<file path="config.mk">
export PLATFORM = sky130hd
export DESIGN_NAME = btac_top
export DESIGN_NICKNAME = d
export VERILOG_FILES = /design/src/rtl/btac_pkg.sv /design/src/rtl/btac_qualify.sv /design/src/rtl/btac_arm_fsm.sv /design/src/rtl/btac_setpoints.sv /design/src/rtl/btac_top.sv
export SDC_FILE = /design/constraint.sdc
export NUM_CORES = 1
export LEC_CHECK = 0
export BUFFER_PORTS_ARGS = -buffer_cell sky130_fd_sc_hd__buf_2
export CAP_MARGIN = 20
export CORE_ASPECT_RATIO = 2
export CORE_MARGIN = 2
export CORE_UTILIZATION = 45
export DETAILED_ROUTE_END_ITERATION = 12
export GPL_TIMING_DRIVEN = 0
export PLACE_DENSITY_LB_ADDON = 0.05
export RECOVER_POWER = 100
export SLEW_MARGIN = 20
export SYNTH_ARGS = -nofsm -noshare
export SYNTH_HDL_FRONTEND = slang
export SYNTH_SLANG_ARGS = --single-unit
</file>
<file path="constraint.sdc">
create_clock -name clk -period 1.3 [get_ports clk]
set_input_delay 0.065 -clock clk [delete_from_list [all_inputs] [get_ports clk]]
set_output_delay 0.065 -clock clk [all_outputs]
set_load 0.03 [all_outputs]
</file>
<file path="src/rtl/btac_pkg.sv">
package btac_pkg;

    localparam int SP_W     = 16;
    localparam int STAT_W   = 8;
    localparam int WTG_POS  = 5;

    typedef enum logic {
        ARM_IDLE = 1'b0,
        ARM_WAIT = 1'b1
    } arm_state_e;

    typedef struct packed {
        logic arm;
        logic abort;
        logic trig;
        logic cont;
    } arm_req_t;

    typedef struct packed {
        logic src_bus;
        logic out_on;
        logic listen;
    } trig_gate_t;

    function automatic logic gate_open(input trig_gate_t g);
        return g.src_bus & g.out_on & g.listen;
    endfunction

    function automatic logic [STAT_W-1:0] place_bit(input logic b, input int pos);
        logic [STAT_W-1:0] v;
        v = '0;
        v[pos] = b;
        return v;
    endfunction

endpackage

</file>
<file path="src/rtl/btac_qualify.sv">
module btac_qualify
    import btac_pkg::*;
(
    input  logic       waiting_i,
    input  arm_req_t   req_i,
    input  trig_gate_t gate_i,
    output logic       accept_o
);
    // Abort wins over a trigger arriving in the same cycle.
    always_comb begin
        accept_o = req_i.trig & waiting_i & gate_open(gate_i) & ~req_i.abort;
    end
endmodule

</file>
<file path="src/rtl/btac_arm_fsm.sv">
module btac_arm_fsm
    import btac_pkg::*;
(
    input  logic     clk,
    input  logic     rst,
    input  arm_req_t req_i,
    input  logic     accept_i,
    output logic     waiting_o
);
    arm_state_e state_q, state_d;

    always_comb begin
        state_d = state_q;
        if (req_i.abort) begin
            state_d = ARM_IDLE;
        end else if (accept_i) begin
            state_d = req_i.cont ? ARM_WAIT : ARM_IDLE;
        end else if (state_q == ARM_IDLE && (req_i.arm || req_i.cont)) begin
            state_d = ARM_WAIT;
        end
    end

    always_ff @(posedge clk) begin
        if (rst) state_q <= ARM_IDLE;
        else     state_q <= state_d;
    end

    assign waiting_o = (state_q == ARM_WAIT);
endmodule

</file>
<file path="src/rtl/btac_setpoints.sv">
module btac_setpoints #(
    parameter int W = 16
) (
    input  logic         clk,
    input  logic         rst,
    input  logic         load_i,
    input  logic [W-1:0] volt_i,
    input  logic [W-1:0] curr_i,
    output logic [W-1:0] volt_o,
    output logic [W-1:0] curr_o,
    output logic         done_o
);
    always_ff @(posedge clk) begin
        if (rst) begin
            volt_o <= '0;
            curr_o <= '0;
            done_o <= 1'b0;
        end else begin
            done_o <= load_i;
            if (load_i) begin
                volt_o <= volt_i;
                curr_o <= curr_i;
            end
        end
    end
endmodule

</file>
<file path="src/rtl/btac_top.sv">
module btac_top
    import btac_pkg::*;
#(
    parameter int SPW   = SP_W,
    parameter int SW    = STAT_W,
    parameter int WPOS  = WTG_POS
) (
    input  logic           clk,
    input  logic           rst,
    input  logic           arm_pulse,
    input  logic           abort_pulse,
    input  logic           bus_trig_pulse,
    input  logic           cont_mode,
    input  logic           src_is_bus,
    input  logic           out_enabled,
    input  logic           listener_sel,
    input  logic [SPW-1:0] pend_volt,
    input  logic [SPW-1:0] pend_curr,
    output logic [SPW-1:0] act_volt,
    output logic [SPW-1:0] act_curr,
    output logic           waiting,
    output logic [SW-1:0]  stat_frag,
    output logic           trig_done
);
    arm_req_t   req;
    trig_gate_t gate;
    logic       accept;

    assign req  = '{arm: arm_pulse, abort: abort_pulse, trig: bus_trig_pulse, cont: cont_mode};
    assign gate = '{src_bus: src_is_bus, out_on: out_enabled, listen: listener_sel};

    btac_qualify u_qual (
        .waiting_i (waiting),
        .req_i     (req),
        .gate_i    (gate),
        .accept_o  (accept)
    );

    btac_arm_fsm u_fsm (
        .clk       (clk),
        .rst       (rst),
        .req_i     (req),
        .accept_i  (accept),
        .waiting_o (waiting)
    );

    btac_setpoints #(.W(SPW)) u_sp (
        .clk    (clk),
        .rst    (rst),
        .load_i (accept),
        .volt_i (pend_volt),
        .curr_i (pend_curr),
        .volt_o (act_volt),
        .curr_o (act_curr),
        .done_o (trig_done)
    );

    genvar gi;
    generate
        for (gi = 0; gi < SW; gi++) begin : g_stat
            if (gi == WPOS) begin : g_w
                assign stat_frag[gi] = waiting;
            end else begin : g_z
                assign stat_frag[gi] = 1'b0;
            end
        end
    endgenerate
endmodule

</file>
==> summary.txt, run 1 <==
Outcome
  – Status: complete, no violations

Setup path
  – Worst EP arrival: around 1.4 ns
  – Worst path slowest cell: dlygate4sd3_1
  – Critical path's top delay family: buffers and inverters
  – CP required: 1.50 ns
  – Kind of critical path: in -> reg
  – Max incr delay on CP: ~0.54 ns
  – CP bufs+invs: 4
  – Critical path endpoint category: register
  – Worst Setup Start Kind: primary input
  – Cell Chain, Critical Path: dlygate4sd3_1, clkbuf_1, nor3b_2, buf_6, buf_12, mux2i_2
  – Worst Path Max Fanout: 10

Place
  – RD Place Congestion: 0.704
  – Dpl cell area: ~2100 um2
  – Post-DP HPWL: approximately 2.6 mm
  – Port Buffers: 74

Final layout
  – Share of cells above drive strength 1: between 20% and 30%
  – Commonest cells after routing, fill and taps aside: nand2b_1 (64), clkbuf_1 (44), buf_2 (39)
  – Area grow syn2layout: 33.4%
  – Design area: roughly 2200 um2
  – Antenna Cells: 0
  – Final nets: 286
  – Fin util: between 60% and 70%
  – FILL cells: 321
  – Commonest non-fill, non-tap cell in the layout: nand2b_1

GRT
  – Gr usage total: about 17%
  – Largest net degree at the start of global routing: 12
  – Global-route wire length before repair: between 5 and 6 mm
  – Initial antenna violation count: 0
  – Vias in the first global route: between 1000 and 1500
  – Grt ovf: 0

Worst hold path
  – Worst hold-check path type: in -> reg

Synthesis
  – Mapped Area: 1610 um2
  – Fraction of synthesized cell area in xor and xnor cells: 0%
  – Adder-Cell Fraction of Synth Area: 0%
  – Syn avg cell area: a little over 10 um2
  – Cells after Synth: about 160
  – Largest family of logic cells by synthesized area: simple AND/OR/NAND/NOR gates
  – Mux contribution to synthesized area: 19.9%
  – Count of cell types in the netlist: 15
  – Sequential area share after synthesis: between 40% and 50%
  – Post-synthesis simple-gate area fraction: a little over a quarter
  – Compound-cell area share of the yosys netlist: 0.931%
  – YS warnings: 0
  – FF+latch count, synth: 34

Power
  – Pwr/cell area: roughly 1000 nW/um2
  – Gate power share: between 10% and 20%
  – Leakage: ~0.83 nW
  – Clock share of power: 42.6%
  – Sequential power share: between 40% and 50%
  – P_int: between 1.5 and 2 mW
  – Switching power share of the total: between 20% and 30%
  – Maximum vdd drop: roughly 1000 uV
  – Overall Power: ~2.2 mW
  – Psw: between 0.4 and 0.5 mW

Route
  – Antenna Nets Post-Route: 0
  – Initial DRT Pass Iterations: 4
  – DR iter-0 viols: 12
  – DRC errors left: 0
  – WL final: between 3 and 4 mm
  – Via density per instance: roughly 4.4
  – Vias: approximately 1300
  – WL/cell: 11.4 um

CTS
  – H-tree Lvls: 2
  – Num CTS Buffers: 5
  – Insertion delay to the later sink of the worst-skew pair: about 0.28 ns
  – Clk slew on worst S/H paths: about 0.070 ns
  – Root buf cell: clkbuf_8
  – CTS tree: built
  – Sink Count: 34
  – Worst-case clock buffer depth: 2

STA
  – Final Hold Vio Count: 0
  – F_max: ~0.81 GHz
  – Setup Skew: between 0.006 and 0.007 ns
  – Final Max Slew Viols: 0
  – RSZ-0062 raised after global routing: false
  – Final setup vio count: 0
  – Period minus WS final: roughly 1.2 ns
  – TNS Setup: 0 ns
  – Fin crit share: ~95%

Flow run
  – Total of max-cap violations: 0

Die
  – # IOs: 83
  – Initial core utilization: between 40% and 50%
  – Die Span X: roughly 46 um
  – Die Y: 88.7 um
  – Core area: 3420 um2
  – # rows: 30
  – Die area: a little over 4000 um2
state kept, by name (all words and copies together), names as in the netlist:
name / count
u_sp.volt_o: 16
u_fsm.waiting_o: 1
u_sp.curr_o: 16
u_sp.done_o: 1
cells by family (layout without fill, tap and decap cells):
family / Yosys count / after routing
AOI/OAI and AO/OA: 1 / 1
buffers and inverters: 20 / 104
DFF: 34 / 34
muxes: 32 / 32
other: 1 / 7
and+or+nand+nor: 68 / 68
area by class of cell:
type / count / area (um2) / area share, %
multi-input cells: 108 / 798 / 37.1
flip-flops and latches: 34 / 681 / 31.6
repair buffers: 76 / 339 / 15.8
plain buffers: 19 / 159 / 7.39
clock buffers: 6 / 72.6 / 3.37
well taps: 48 / 60.1 / 2.79
clock inverters: 2 / 37.5 / 1.75
inverters: 1 / 3.75 / 0.175
final timing paths:
kind / slack [ns] / from / depth (start not counted) / end
max: 0.06 / abort_pulse / 6 / u_sp.curr_o[6]$_SDFFE_PP0P_
min: 0.03 / pend_volt[14] / 3 / u_sp.volt_o[14]$_SDFFE_PP0P_
min reg2reg: 0.48 / u_sp.curr_o[12]$_SDFFE_PP0P_ / 2 / u_sp.curr_o[12]$_SDFFE_PP0P_
max reg2reg: 0.13 / u_fsm.waiting_o$_SDFFE_PP0P_ / 4 / u_sp.curr_o[6]$_SDFFE_PP0P_
cells in the mapped netlist:
library cell / number / share of area [%]
a2111oi_2: 1 / 0.93
buf_12: 3 / 3.7
buf_2: 1 / 0.31
buf_4: 8 / 3.7
buf_6: 1 / 0.70
clkbuf_1: 6 / 1.4
conb_1: 1 / 0.23
dfxtp_1: 34 / 42
inv_1: 1 / 0.23
mux2i_1: 32 / 20
nand2b_1: 64 / 25
nand4_1: 1 / 0.39
nor2b_1: 1 / 0.39
nor3_1: 1 / 0.31
nor3b_2: 1 / 0.78
per-layer routing:
metal,up-vias,track usage (%),share of wire (%)
met3,8,4.90,6.4
li1,659,-,-
met2,54,29.5,54
met5,-,0,0
met1,585,17.7,37
met4,0,8.57,2.2
power by group through the flow:
stage                     registers [mW]  clock network (mW)  logic [mW]
after floorplan                     1.08                   0       0.131
after global placement              1.07                   0       0.217
after detailed placement            1.07                   0       0.222
after CTS                           1.05               0.976       0.226
after global routing                1.05                1.03       0.242
final                               1.05               0.943       0.221
repair_timing:
| action | 4_1_cts | 5_1_grt |
|---|---|---|
| hold buffers | 1 | 0 |
| hold endpoints to repair | 1 | 0 |
| buffers inserted | 0 | 1 |
| setup endpoints to repair | 0 | 11 |
| gates resized for setup | 0 | 3 |
worst reg2reg max path, delay by kind of cell (launching register included):
kind | cells | cell delay [ns]
flip-flops | 1 | 0.36
buffers and inverters | 2 | 0.32
multiplexers | 1 | 0.22
AND/OR/NAND/NOR | 1 | 0.19
stage by stage:
step           worst slack, ns  hold slack (ns)  cells
6_report                0.0590           0.0333    294
3_5_place_dp             0.132            0.267    284
5_1_grt                 0.0127           0.0325    294
2_1_floorplan           0.0178            0.134    162
4_1_cts                0.00262           0.0225    293
3_3_place_gp             0.196            0.264    284
(Power assumes the default switching activity.)
==> inputs of run 2 (changes only) <==
GPL_TIMING_DRIVEN = default   (was 0)
==> summary.txt, run 2 (same netlist as run 1, synthesis figures left out) <==
STA
  – Period minus WS final: around 1.3 ns
  – Fin crit share: 97.1%
  – Final setup vio count: 0
  – RSZ-0062 raised after global routing: true
  – Hold Slack: approximately 0.032 ns
  – Final worst slack: approximately 0.038 ns
  – Final Max Slew Viols: 0
  – F_max: 0.792 GHz
  – Setup Skew: roughly 0.0044 ns
  – Final Hold Vio Count: 0

CTS
  – Num CTS Buffers: 5
  – Clk slew on worst S/H paths: 0.07 ns
  – Insertion delay to the later sink of the worst-skew pair: around 0.28 ns
  – Root buf cell: clkbuf_8
  – H-tree Lvls: 2
  – CTS tree: built
  – Sink Count: 34
  – Worst-case clock buffer depth: 2

Power
  – Switching power share of the total: approximately 22%
  – Overall Power: 2.21 mW
  – Sequential power share: 47.5%
  – Leakage: between 0.8 and 0.9 nW
  – Maximum vdd drop: roughly 980 uV
  – Gate power share: under 10%
  – Clock share of power: 43.1%
  – P_int: between 1.5 and 2 mW
  – Pwr/cell area: between 1000 and 1500 nW/um2
  – Psw: 0.495 mW

Setup path
  – Kind of critical path: in -> reg
  – CP required: around 1.5 ns
  – Critical path endpoint category: register
  – Worst Path Max Fanout: 13
  – Worst EP arrival: 1.48 ns
  – Worst Setup Start Kind: primary input
  – CP bufs+invs: 4
  – Critical path's top delay family: buffers and inverters
  – Worst path slowest cell: dlygate4sd3_1
  – Max incr delay on CP: between 0.5 and 0.6 ns
  – Cell Chain, Critical Path: dlygate4sd3_1, buf_2, nor3b_4, buf_6, buf_12, mux2i_1

Final layout
  – Register area: just under 700 um2
  – Final nets: 272
  – Commonest non-fill, non-tap cell in the layout: nand2b_1
  – Area of the multi-input gates: between 700 and 800 um2
  – Area grow syn2layout: 28.9%
  – Top Registers: u_sp.curr_o (16), u_sp.volt_o (16)
  – Commonest cells after routing, fill and taps aside: nand2b_1 (64), buf_2 (42), dfxtp_1 (34)
  – Antenna Cells: 0
  – Share of cells above drive strength 1: between 20 and 25%
  – Fin util: roughly three fifths
  – Post-Layout Cell Count: 280
  – FILL cells: 337

Place
  – Placed cells: 269
  – DP Worst Slack: between 0.1 and 0.15 ns
  – Port Buffers: between 70 and 80
  – RD Place Congestion: about 0.66
  – Post-DP HPWL: roughly 2.4 mm

GRT
  – Vias in the first global route: around 1200
  – Grt ovf: 0
  – Global-route wire length before repair: ~5.1 mm
  – Initial antenna violation count: 0
  – Largest net degree at the start of global routing: 67
  – Gr usage total: ~17%

Route
  – Antenna Nets Post-Route: 0
  – Vias: 1264
  – DRC errors left: 0
  – Initial DRT Pass Iterations: 4
  – Via density per instance: approximately 4.5
  – WL/cell: about 12 um
  – DR iter-0 viols: 13
  – WL final: between 3 and 4 mm

Die
  – Die Span X: approximately 46 um
  – # rows: 30
  – Die area: approximately 4100 um2
  – Initial core utilization: around 47%
  – # IOs: between 80 and 90
  – Core area: 3420 um2
  – Die Y: 88.7 um

Outcome
  – Status: complete, no violations

Worst hold path
  – Worst hold-check path type: in -> reg

Flow run
  – Total of max-cap violations: 0
run 2: final cells by class:
class / instances / area share (%)
Clock buffer: 5 / 3.31
Clock inverter: 3 / 1.93
Inverter: 1 / 0.181
Multi-Input combinational cell: 108 / 38.4
Sequential cell: 34 / 32.7
Tap cell: 48 / 2.89
Timing Repair Buffer: 81 / 20.6
run 2: tightest hold or removal path, stage by stage:
cell and delay (ns):
buf_2 0.10, nand2b_1 0.05, mux2i_1 0.06
run 2: path summary, 6_finish.rpt:
kind                             endpoint  cells past startpoint                          from  slack (ns)
max reg2reg  u_fsm.waiting_o$_SDFFE_PP0P_                      4  u_fsm.waiting_o$_SDFFE_PP0P_        0.05
min reg2reg   u_sp.volt_o[9]$_SDFFE_PP0P_                      2   u_sp.volt_o[9]$_SDFFE_PP0P_        0.47
min           u_sp.curr_o[9]$_SDFFE_PP0P_                      3                  pend_curr[9]        0.03
max           u_sp.volt_o[1]$_SDFFE_PP0P_                      6                   abort_pulse        0.04
run 2: power groups by stage:
| stage | sequential [mW] | clock, mW | combinational, mW |
|---|---|---|---|
| floorplan | 1.08 | 0 | 0.131 |
| global placement | 1.07 | 0 | 0.198 |
| detailed placement | 1.07 | 0 | 0.205 |
| CTS | 1.05 | 0.992 | 0.208 |
| global route | 1.05 | 1.04 | 0.227 |
| finish | 1.05 | 0.951 | 0.207 |
run 2: per-layer routing:
metal	wire (um)	track usage (%)	vias up
li1	-	-	630
met1	1250	16.5	576
met2	1850	30.2	52
met3	224	5.71	6
met4	65	8.57	0
met5	0	0	-
run 2: what timing repair did:
item	4_1_cts	5_1_grt
resized for setup	0	1
hold buffers	1	0
buffers inserted	0	1
setup endpoints to repair	0	2
hold endpoints to repair	1	0
run 2: through the flow:
stage	TNS (ns)	cell area, um2
CTS	0	2080
floorplan	0	1640
finish	0	2080
detailed placement	0	1970
global route	-0.0356	2080
global placement	0	1970
